## src/rtl/ptp_ts_pkg.sv

```systemverilog
package ptp_ts_pkg;
  localparam int unsigned SEC_W   = 48;
  localparam int unsigned NS_W    = 30;
  localparam int unsigned WORD_W  = 32;
  localparam int unsigned NUM_REC = 4;
  localparam int unsigned REC_IDX_W = $clog2(NUM_REC);
  localparam logic [NS_W-1:0] NS_PER_SEC = NS_W'(1_000_000_000);

  typedef struct packed {
    logic [SEC_W-1:0] sec;
    logic [NS_W-1:0]  ns;
  } ts_t;

  // word field within a 16-byte region
  typedef enum logic [1:0] {
    FLD_NS     = 2'd0,
    FLD_SEC_LO = 2'd1,
    FLD_SEC_HI = 2'd2,
    FLD_AUX    = 2'd3
  } fld_e;
endpackage

```

## src/rtl/ptp_ts_timer.sv

```systemverilog
module ptp_ts_timer
  import ptp_ts_pkg::*;
#(
  parameter int unsigned NS_INC = 8
) (
  input  logic clk_i,
  input  logic rst_ni,
  input  logic load_i,
  input  ts_t  load_val_i,
  output ts_t  now_o
);
  logic [NS_W-1:0]  ns_q, ns_nxt;
  logic [SEC_W-1:0] sec_q, sec_nxt;
  logic [NS_W:0]    ns_sum;

  always_comb begin
    ns_sum  = {1'b0, ns_q} + (NS_W+1)'(NS_INC);
    ns_nxt  = ns_sum[NS_W-1:0];
    sec_nxt = sec_q;
    if (ns_sum >= {1'b0, NS_PER_SEC}) begin
      ns_nxt  = NS_W'(ns_sum - {1'b0, NS_PER_SEC});
      sec_nxt = sec_q + SEC_W'(1);
    end
  end

  always_ff @(posedge clk_i or negedge rst_ni) begin
    if (!rst_ni) begin
      ns_q  <= '0;
      sec_q <= '0;
    end else if (load_i) begin
      ns_q  <= load_val_i.ns;
      sec_q <= load_val_i.sec;
    end else begin
      ns_q  <= ns_nxt;
      sec_q <= sec_nxt;
    end
  end

  assign now_o = '{sec: sec_q, ns: ns_q};


  ns_range_chk: assert property (@(posedge clk_i) disable iff (!rst_ni)
    ns_q < NS_PER_SEC);

  sec_step_chk: assert property (@(posedge clk_i) disable iff (!rst_ni)
    !load_i |=> (sec_q == $past(sec_q)) || (sec_q == $past(sec_q) + SEC_W'(1)));

  ns_carry_chk: assert property (@(posedge clk_i) disable iff (!rst_ni)
    (!load_i && sec_nxt != sec_q) |=> ns_q < NS_W'(NS_INC));
endmodule

```

## src/rtl/ptp_ts_record.sv

```systemverilog
module ptp_ts_record
  import ptp_ts_pkg::*;
(
  input  logic clk_i,
  input  logic rst_ni,
  input  logic cap_i,
  input  ts_t  now_i,
  input  logic clr_sts_i,
  input  logic clr_ovr_i,
  output ts_t  rec_o,
  output logic sts_o,
  output logic ovr_o
);
  ts_t  rec_q;
  logic sts_q, ovr_q;

  always_ff @(posedge clk_i or negedge rst_ni) begin
    if (!rst_ni) begin
      rec_q <= '0;
      sts_q <= 1'b0;
      ovr_q <= 1'b0;
    end else begin
      if (cap_i) rec_q <= now_i;
      // capture beats a same-cycle clear
      if (cap_i)          sts_q <= 1'b1;
      else if (clr_sts_i) sts_q <= 1'b0;
      if (cap_i && sts_q) ovr_q <= 1'b1;
      else if (clr_ovr_i) ovr_q <= 1'b0;
    end
  end

  assign rec_o = rec_q;
  assign sts_o = sts_q;
  assign ovr_o = ovr_q;


  rec_hold_chk: assert property (@(posedge clk_i) disable iff (!rst_ni)
    !cap_i |=> $stable(rec_q));

  rec_take_chk: assert property (@(posedge clk_i) disable iff (!rst_ni)
    cap_i |=> rec_q == $past(now_i));

  sts_set_chk: assert property (@(posedge clk_i) disable iff (!rst_ni)
    cap_i |=> sts_q);

  sts_no_rise_chk: assert property (@(posedge clk_i) disable iff (!rst_ni)
    !cap_i |=> !$rose(sts_q) && !$rose(ovr_q));

  ovr_set_chk: assert property (@(posedge clk_i) disable iff (!rst_ni)
    (cap_i && sts_q) |=> ovr_q);
endmodule

```

## src/rtl/ptp_ts_regs.sv

```systemverilog
module ptp_ts_regs
  import ptp_ts_pkg::*;
#(
  parameter int unsigned ADDR_W   = 8,
  parameter int unsigned REC_BASE = 2
) (
  input  logic                     clk_i,
  input  logic                     rst_ni,
  input  logic                     psel_i,
  input  logic                     penable_i,
  input  logic                     pwrite_i,
  input  logic [ADDR_W-1:0]        paddr_i,
  input  logic [WORD_W-1:0]        pwdata_i,
  output logic [WORD_W-1:0]        prdata_o,
  input  ts_t                      now_i,
  output logic                     load_o,
  output ts_t                      load_val_o,
  input  ts_t [NUM_REC-1:0]        rec_i,
  input  logic [NUM_REC-1:0]       sts_i,
  input  logic [NUM_REC-1:0]       ovr_i,
  output logic [NUM_REC-1:0]       clr_sts_o,
  output logic [NUM_REC-1:0]       clr_ovr_o,
  output logic                     irq_o
);
  localparam int unsigned RG_W   = ADDR_W - 4;
  localparam int unsigned SEC_HI = SEC_W - WORD_W;

  logic [RG_W-1:0]      region, rec_off;
  fld_e                 field;
  logic                 in_tmr, in_msk, in_rec;
  logic [REC_IDX_W-1:0] rec_idx;
  logic                 wr, rd, ns_rd;
  ts_t                  src_ts;
  logic [SEC_W-1:0]     shadow_q, stage_q;
  logic [NUM_REC-1:0]   mask_q;

  assign region  = paddr_i[ADDR_W-1:4];
  assign field   = fld_e'(paddr_i[3:2]);
  assign rec_off = region - RG_W'(REC_BASE);
  assign rec_idx = rec_off[REC_IDX_W-1:0];
  assign in_tmr  = (region == RG_W'(0));
  assign in_msk  = (region == RG_W'(1));
  assign in_rec  = (region >= RG_W'(REC_BASE)) && (region < RG_W'(REC_BASE + NUM_REC));

  assign wr    = psel_i && penable_i &&  pwrite_i;
  assign rd    = psel_i && penable_i && !pwrite_i;
  assign ns_rd = rd && (in_tmr || in_rec) && (field == FLD_NS);

  assign src_ts = in_tmr ? now_i : rec_i[rec_idx];

  always_ff @(posedge clk_i or negedge rst_ni) begin
    if (!rst_ni) begin
      shadow_q <= '0;
      stage_q  <= '0;
      mask_q   <= '0;
    end else begin
      if (ns_rd) shadow_q <= src_ts.sec;
      if (wr && in_tmr && field == FLD_SEC_LO) stage_q[WORD_W-1:0] <= pwdata_i;
      if (wr && in_tmr && field == FLD_SEC_HI) stage_q[SEC_W-1:WORD_W] <= pwdata_i[SEC_HI-1:0];
      if (wr && in_msk && field == FLD_NS) mask_q <= pwdata_i[NUM_REC-1:0];
    end
  end

  assign load_o     = wr && in_tmr && (field == FLD_NS);
  assign load_val_o = '{sec: stage_q, ns: pwdata_i[NS_W-1:0]};
  assign clr_sts_o  = (wr && in_tmr && field == FLD_AUX) ? pwdata_i[NUM_REC-1:0] : '0;
  assign clr_ovr_o  = (wr && in_tmr && field == FLD_AUX) ? pwdata_i[2*NUM_REC-1:NUM_REC] : '0;

  always_comb begin
    prdata_o = '0;
    if (in_tmr || in_rec) begin
      unique case (field)
        FLD_NS:     prdata_o = WORD_W'(src_ts.ns);
        FLD_SEC_LO: prdata_o = shadow_q[WORD_W-1:0];
        FLD_SEC_HI: prdata_o = WORD_W'(shadow_q[SEC_W-1:WORD_W]);
        FLD_AUX:    if (in_tmr) prdata_o = WORD_W'({ovr_i, sts_i});
        default:    prdata_o = '0;
      endcase
    end else if (in_msk && field == FLD_NS) begin
      prdata_o = WORD_W'(mask_q);
    end
  end

  assign irq_o = |(sts_i & mask_q);


  shadow_hold_chk: assert property (@(posedge clk_i) disable iff (!rst_ni)
    !ns_rd |=> $stable(shadow_q));

  stage_hold_chk: assert property (@(posedge clk_i) disable iff (!rst_ni)
    !wr |=> $stable(stage_q) && $stable(mask_q));
endmodule

```

## src/rtl/ptp_ts_bank.sv

```systemverilog
module ptp_ts_bank
  import ptp_ts_pkg::*;
#(
  parameter int unsigned NS_INC = 8,
  parameter int unsigned ADDR_W = 8
) (
  input  logic              clk_i,
  input  logic              rst_ni,
  input  logic              cap_valid_i,
  input  logic              cap_ptp_i,
  input  logic              cap_peer_i,
  input  logic              cap_dir_i,
  input  logic              psel_i,
  input  logic              penable_i,
  input  logic              pwrite_i,
  input  logic [ADDR_W-1:0] paddr_i,
  input  logic [31:0]       pwdata_i,
  output logic [31:0]       prdata_o,
  output logic              pready_o,
  output logic              irq_o
);
  ts_t                      now, load_val;
  logic                     load;
  ts_t [NUM_REC-1:0]        rec;
  logic [NUM_REC-1:0]       sts, ovr, clr_sts, clr_ovr, cap_vec;
  logic                     cap_hit;
  logic [REC_IDX_W-1:0]     cap_idx;

  assign cap_hit  = cap_valid_i && cap_ptp_i;
  assign cap_idx  = {cap_peer_i, cap_dir_i};
  assign pready_o = 1'b1;

  ptp_ts_timer #(.NS_INC(NS_INC)) timer_i (
    .clk_i      (clk_i),
    .rst_ni     (rst_ni),
    .load_i     (load),
    .load_val_i (load_val),
    .now_o      (now)
  );

  for (genvar k = 0; k < NUM_REC; k++) begin : g_rec
    assign cap_vec[k] = cap_hit && (cap_idx == REC_IDX_W'(k));
    ptp_ts_record rec_i (
      .clk_i     (clk_i),
      .rst_ni    (rst_ni),
      .cap_i     (cap_vec[k]),
      .now_i     (now),
      .clr_sts_i (clr_sts[k]),
      .clr_ovr_i (clr_ovr[k]),
      .rec_o     (rec[k]),
      .sts_o     (sts[k]),
      .ovr_o     (ovr[k])
    );
  end

  ptp_ts_regs #(.ADDR_W(ADDR_W)) regs_i (
    .clk_i      (clk_i),
    .rst_ni     (rst_ni),
    .psel_i     (psel_i),
    .penable_i  (penable_i),
    .pwrite_i   (pwrite_i),
    .paddr_i    (paddr_i),
    .pwdata_i   (pwdata_i),
    .prdata_o   (prdata_o),
    .now_i      (now),
    .load_o     (load),
    .load_val_o (load_val),
    .rec_i      (rec),
    .sts_i      (sts),
    .ovr_i      (ovr),
    .clr_sts_o  (clr_sts),
    .clr_ovr_o  (clr_ovr),
    .irq_o      (irq_o)
  );


  no_cap_unqualified_chk: assert property (@(posedge clk_i) disable iff (!rst_ni)
    (cap_valid_i && !cap_ptp_i) |=> $stable(rec));

  irq_after_cap_chk: assert property (@(posedge clk_i) disable iff (!rst_ni)
    (cap_hit && !load && irq_o) |=> irq_o);
endmodule

```

## config.mk

```make
export PLATFORM = sky130hd
export DESIGN_NAME = ptp_ts_bank
export DESIGN_NICKNAME = d
export VERILOG_FILES = /design/src/rtl/ptp_ts_pkg.sv /design/src/rtl/ptp_ts_timer.sv /design/src/rtl/ptp_ts_record.sv /design/src/rtl/ptp_ts_regs.sv /design/src/rtl/ptp_ts_bank.sv
export SDC_FILE = /design/constraint.sdc
export NUM_CORES = 1
export LEC_CHECK = 0
export ABC_AREA = 0
export BUFFER_PORTS_ARGS = -buffer_cell sky130_fd_sc_hd__buf_2
export CELL_PAD_IN_SITES_DETAIL_PLACEMENT = 1
export CELL_PAD_IN_SITES_GLOBAL_PLACEMENT = 1
export CORE_MARGIN = 3
export CORE_UTILIZATION = 50
export CTS_BUF_LIST = sky130_fd_sc_hd__clkbuf_16
export CTS_CLUSTER_SIZE = 14
export DETAILED_ROUTE_END_ITERATION = 10
export PLACE_DENSITY = 0.8
export SLEW_MARGIN = 5
export SYNTH_ARGS = -nofsm -noshare
export SYNTH_HDL_FRONTEND = slang
export SYNTH_HIERARCHICAL = 1
export SYNTH_SLANG_ARGS = --single-unit
```

## constraint.sdc

```tcl
create_clock -name clk_i -period 8.2 [get_ports clk_i]
set_input_delay 2.46 -clock clk_i [delete_from_list [all_inputs] [get_ports clk_i]]
set_output_delay 2.46 -clock clk_i [all_outputs]
set_load 0.005 [all_outputs]
```

### After elaboration in Yosys (flattened, before gate mapping)

Cells that the tools add are included.

* output and inout bits: 34
* register bits: 498
* bits of input ports: 49

* multiplexer cells: 29
* bitwise gates (word level): 1
* $add $sub $neg: 4
* equal/unequal tests: 7
* reduce and logical (&&, ||, !) cells: 38
* magnitude comparators: 4

Operator list (count)
* binary-select mux 78 bit (select 2 bit): 1
* two-way mux 78 bit: 2
* case mux 32 bit (4 select lines): 1
* two-way mux 48 bit: 2
* two-way mux 30 bit: 2
* adder 48 x 1 -> 48 bit, second input constant: 1
* two-way mux 32 bit: 1
* adder 30 x 4 -> 31 bit, second input constant: 1
* greater-or-equal comparator 31 x 30 -> 1 bit, second input constant: 1
* subtractor 30 bit, second input constant: 1
* logical AND 1 bit: 23
* nonzero test 2 bit: 9
* two-way mux 1 bit: 16
* two-way mux 4 bit: 3
* equality test 2 bit, second input constant: 4
* two-way mux 8 bit: 1
* bitwise AND 4 bit: 1
* equality test 2 x 1 -> 1 bit, second input constant: 2
* equality test 4 x 1 -> 1 bit, second input constant: 1
* greater-or-equal comparator 4 x 2 -> 1 bit, second input constant: 1
* logical NOT 2 bit: 2
* logical NOT 4 bit: 1
* less-than comparator 4 x 3 -> 1 bit, second input constant: 1
* OR reduction 4 bit: 1
* other kinds (4): 4

### Depth between registers and ports, before layout

* depth after elaboration: 7
* gate-level depth with buffers: 15
* gate-level depth less buffers: 11

### Modules after synthesis

The synthesis kept the hierarchy.

By module, submodules not included
* ptp_ts_record: area an instance 3368.2 µm², seq. area each 2001.9 µm², instances 4, cells each 172
* ptp_ts_regs: area an instance 7367.1 µm², seq. area each 2502.4 µm², instances 1, cells each 644
* ptp_ts_timer: area an instance 5451.5 µm², seq. area each 1951.9 µm², instances 1, cells each 626
* ptp_ts_bank: area an instance 56.3 µm², seq. area each 0.0 µm², instances 1, cells each 6

### Worst setup path before layout

Ideal clock, no wire load.

* kind: input to output
* start point: in paddr_i[4]
* end point: out prdata_o[0]
* data arrival time: 3828 ps
* stages on the path: 6
* buffers on the path: 3
* required time: 5740 ps
* setup slack: 1912 ps
* cells stage by stage: buf_2 -> or4_1 -> buf_2 -> buf_1 -> o211ai_1 -> a22o_1

* longest elaborated chain between the ends: 6
* elaborated cells on any way between the ends: 15
* those cells by class: 1 x add/sub; 2 x order compare; 1 x eq/ne; 7 x mux; 4 x reduce/logical

Ends and longest elaborated chain
* start: declaration: line ptp_ts_bank.sv:16 `input logic [ADDR_W-1:0] paddr_i,`
* subtractor 2 bit: line ptp_ts_regs.sv:39 `assign rec_off = region - RG_W'(REC_BASE);`
* binary-select mux 78 bit (select 2 bit): line ptp_ts_regs.sv:49 `assign src_ts = in_tmr ? now_i : rec_i[rec_idx];`
* two-way mux 78 bit (implied by the code): line ptp_ts_regs.sv:49
* two-way mux 78 bit: line ptp_ts_regs.sv:49
* case mux 32 bit (4 select lines): line ptp_ts_regs.sv:72 `unique case (field)`
* two-way mux 32 bit *: line ptp_ts_regs.sv:71 `if (in_tmr || in_rec) begin`
* end: declaration: line ptp_ts_bank.sv:18 `output logic [31:0] prdata_o,`

Every way passes the cells marked *; elsewhere a longest branch is shown, timed or not. The select of a mux whose other input is x is not followed.

### Worst setup path after layout

* start point: in paddr_i[4]
* end point: out prdata_o[3]

The elaborated chain is that of the path after synthesis.

==> impl_metrics.tcl <==
set metrics [dict create \
    cts_made_buffers 54 \
    finalClockSkew_ps 25.2 \
    slowest_stage_delay_cp_ps 590 \
    synth_area_per_cell_um2 13.4 \
    postSynthCellCount 1964 \
    required_time_worst_endpoint_ps 5740 \
    max-cap-violations 0 \
    cts.sink_count 498 \
    totalNegativeSetupSlack_ps 0 \
    worstReg2RegEnd "timer_i/sec_q[43]$_DFFE_PN0P_" \
    critical_path_buf_inv_count 3 \
    dieWidth_um 236 \
    critical-path-top-delay-family "buffers and inverters" \
    post_cts_resize_count 0 \
    cts_root_buf "sky130_fd_sc_hd__clkbuf_16" \
    worst_path_max_delay_cell "sky130_fd_sc_hd__mux4_2" \
    core_area_um2 51700 \
    timing.critical_path.arrival_ps 4570 \
    holdCritStartpoint "regs_i/stage_q[19]$_DFFE_PN0P_" \
    first_global_vias 18700 \
    detailedRoute.firstPassIterationCount 7 \
    globalRoute.totalOverflow 0 \
    final_antenna_net_count 0 \
    p_per_area_nw_per_um2 274 \
    cts.clk_slew.worst_paths_ps 60 \
    h_tree_depth 2 \
    pin_count_of_the_biggest_net_entering_global_routing 156 \
    worstPathCellList "buf_6, buf_4, mux4_2, nand3_1, o211ai_1, a22o_1, buf_2" \
    finalWeightedCongestion 0.825 \
    global_route.usage.total_pct 26.8 \
    worst_r2r_startpoint "timer_i/ns_q[3]$_DFF_PN0_" \
    mappedNetlistNets 2016 \
    static_leakage_nw 12.1 \
    fmax_mhz 142 \
    synth-seq-cells 498 \
    worstSkewPairLatency_ps 630 \
    starting_utilization_of_the_core_area_pct 50.9 \
    min_path_type "flop to flop" \
    whs_path_depth 2 \
    number_of_antenna_violations_at_the_first_check_in_global_routing 4 \
    postLayoutCoreUtil_pct 54.6 \
    yosysWarningCount 6 \
    cts_tree "done" \
    holdWs_ps 483 \
    flop_to_flop_setup_slack_ps 2820 \
    post_synth_instance_area_um2 26300 \
    setup_violations 0 \
    synth-async-reset-ratio_pct 100 \
    ff2ff_path_depth 12 \
    yosys_cell_types 76 \
    max-slew-margin-rel_pct 17.5 \
    final_hold_viol_count 0 \
    num_vias 17100 \
    ioPinCount 83 \
    postLayoutCellArea_um2 28200 \
    first_pass_grt_wire_length_um 116000 \
    detail_route.wl_per_cell_um 27.8 \
    status "complete, no violations" \
    layout-area-overhead-vs-synth_pct 7.17 \
    fp.dieH_um 236 \
    place_area_um2 26500 \
    levels_on_crit_path 7 \
    io_buffers 79 \
    finalMaxSlewViolations 0 \
    hold_buffers 0 \
    power.ir.vdd_worst_v 0.000159 \
    ys.flop_type "sky130_fd_sc_hd__dfrtp_1" \
    worst_pin_slew_ps 1240 \
    num-nets-final 2015 \
    number_of_synthesized_flops_with_an_enable_pin 0 \
    post-route-drc-count 0 \
    die-area_um2 55500 \
    floorplan.rows 83 \
    crit_end_category "output pin" \
    drt_first_iter_violations 1383 \
    rsz0062_at_grt "false" \
    synth_seq_area_share_pct 47.3 \
    post_cts.repair.setup_buffers 0 \
    detail_routed_via_count_per_cell 6.36 \
    hold-path-endpoint "timer_i/sec_q[19]$_DFFE_PN0P_" \
    dp_hpwl_um 46400 \
    clockBufferDepth 3 \
    fin_crit_sh_pct 85.8 \
    wirelength_um 74700 \
    timing.setup.critical_path_class "input port to output pin" \
    final_layout_size_suffix_gt1_share_pct 33.2 \
    period_minus_slack_ps 7030 \
    worst_setup_path_start_kind "input port" \
    worst_path_maximum_fanout 33 \
]
[cells in the final DEF (no fill, tap or decap), drive strengths merged, types with 3 or more instances in the layout]
| cell | count |
|---|---|
| nor4 | 5 |
| and4 | 9 |
| a32o | 8 |
| bufinv | 5 |
| mux2 | 385 |
| o21a | 8 |
| and4b | 3 |
| inv | 34 |
| nand2b | 12 |
| a211oi | 17 |
| o211ai | 30 |
| nor3 | 15 |
| o2111ai | 25 |
| xor2 | 29 |
| a22o | 4 |
| xnor2 | 44 |
| ha | 3 |
| o21ai | 111 |
| nand2 | 161 |
| dfrtp | 498 |
| mux2i | 53 |
| nand4 | 19 |
| mux4 | 78 |
| and3 | 21 |
| nor2 | 36 |
| nor2b | 32 |
| or4 | 5 |
| buf | 109 |
| a21oi | 45 |
| a31oi | 11 |
| or3 | 5 |
| clkinv | 25 |
| a22oi | 13 |
| o31ai | 4 |
| a21o | 7 |
| o21bai | 4 |
| nand3 | 27 |
| clkbuf | 54 |
| and2 | 24 |
[power breakdown]
| part | internal (mW) | switching (mW) | total (mW) |
|---|---|---|---|
| clock network | 1.35 | 1.04 | 2.38 |
| logic | 0.988 | 0.787 | 1.78 |
| registers | 2.98 | 0.592 | 3.57 |
[per-layer routing]
metal	track usage, %	vias up	share of wire [%]
li1	-	7137	-
met1	37.0	9225	43
met2	43.2	600	48
met3	5.01	132	6.6
met4	8.08	0	2.6
met5	0	-	0
[worst max path at each step]
| stage | start | endpoint | slack, ps |
|---|---|---|---|
| after floorplan | paddr_i[4] | prdata_o[0] | 1910 |
| after global placement | paddr_i[4] | prdata_o[0] | 1160 |
| after detailed placement | paddr_i[4] | prdata_o[3] | 1130 |
| after CTS | paddr_i[4] | prdata_o[3] | 1120 |
| after global routing | paddr_i[4] | prdata_o[3] | 1000 |
| final | paddr_i[4] | prdata_o[3] | 1170 |
[sequential cells by signal (all words and copies together), names as in the netlist]
register,cells
g_rec.rec_i/rec_o,312
regs_i/shadow_q,48
timer_i/sec_q,48
g_rec.rec_i/sts_o,4
regs_i/mask_q,4
regs_i/stage_q,48
timer_i/ns_q,30
g_rec.rec_i/ovr_o,4
[synthesized netlist by cell type (all sizes together) (30+ instances only)]
master	instances	area share, %
dfrtp	498	47
a21oi	45	0.85
nor2b	32	0.76
o21ai	111	2.1
buf	106	4.3
nand2	161	2.3
mux2i	53	2.0
mux2	385	21
clkbuf	60	0.86
o211ai	30	0.85
nor2	36	0.52
mux4	78	6.7
xnor2	44	1.5
[metrics by stage]
step           total power, mW  std cells  setup slack, ps
3_3_place_gp              5.15       2587             1160
5_1_grt                   8.06       2687             1000
2_1_floorplan             4.73       1964             1910
4_1_cts                   7.73       2686             1120
3_5_place_dp              5.30       2587             1130
6_report                  7.73       2687             1170
[area by class of cell]
cell class	instances	area [µm²]
Fill cell	5082	23500
Clock inverter	45	335
Inverter	19	71.3
Tap cell	680	851
Clock buffer	54	1350
Sequential cell	498	12500
Antenna cell	1	2.50
Timing Repair Buffer	109	677
Multi-Input combinational cell	1281	12500
[tightest hold or removal path: cells and delay by family (launching register included)]
kind / cells / cell delay, ps
flops: 1 / 340
compound gates: 1 / 60
simple gates: 1 / 50
[cell families after synthesis]
| family | synth area share, % |
|---|---|
| xor gates and xnor gates | 2.43 |
| AOI/OAI and AO/OA | 7.50 |
| and+or+nand+nor | 7.61 |
| buffers and inverters | 5.43 |
| other | 0.0142 |
| DFF | 47.3 |
| muxes | 29.6 |
| adders and majority gates | 0.142 |
No activity file was read; power rests on OpenSTA's default activity.
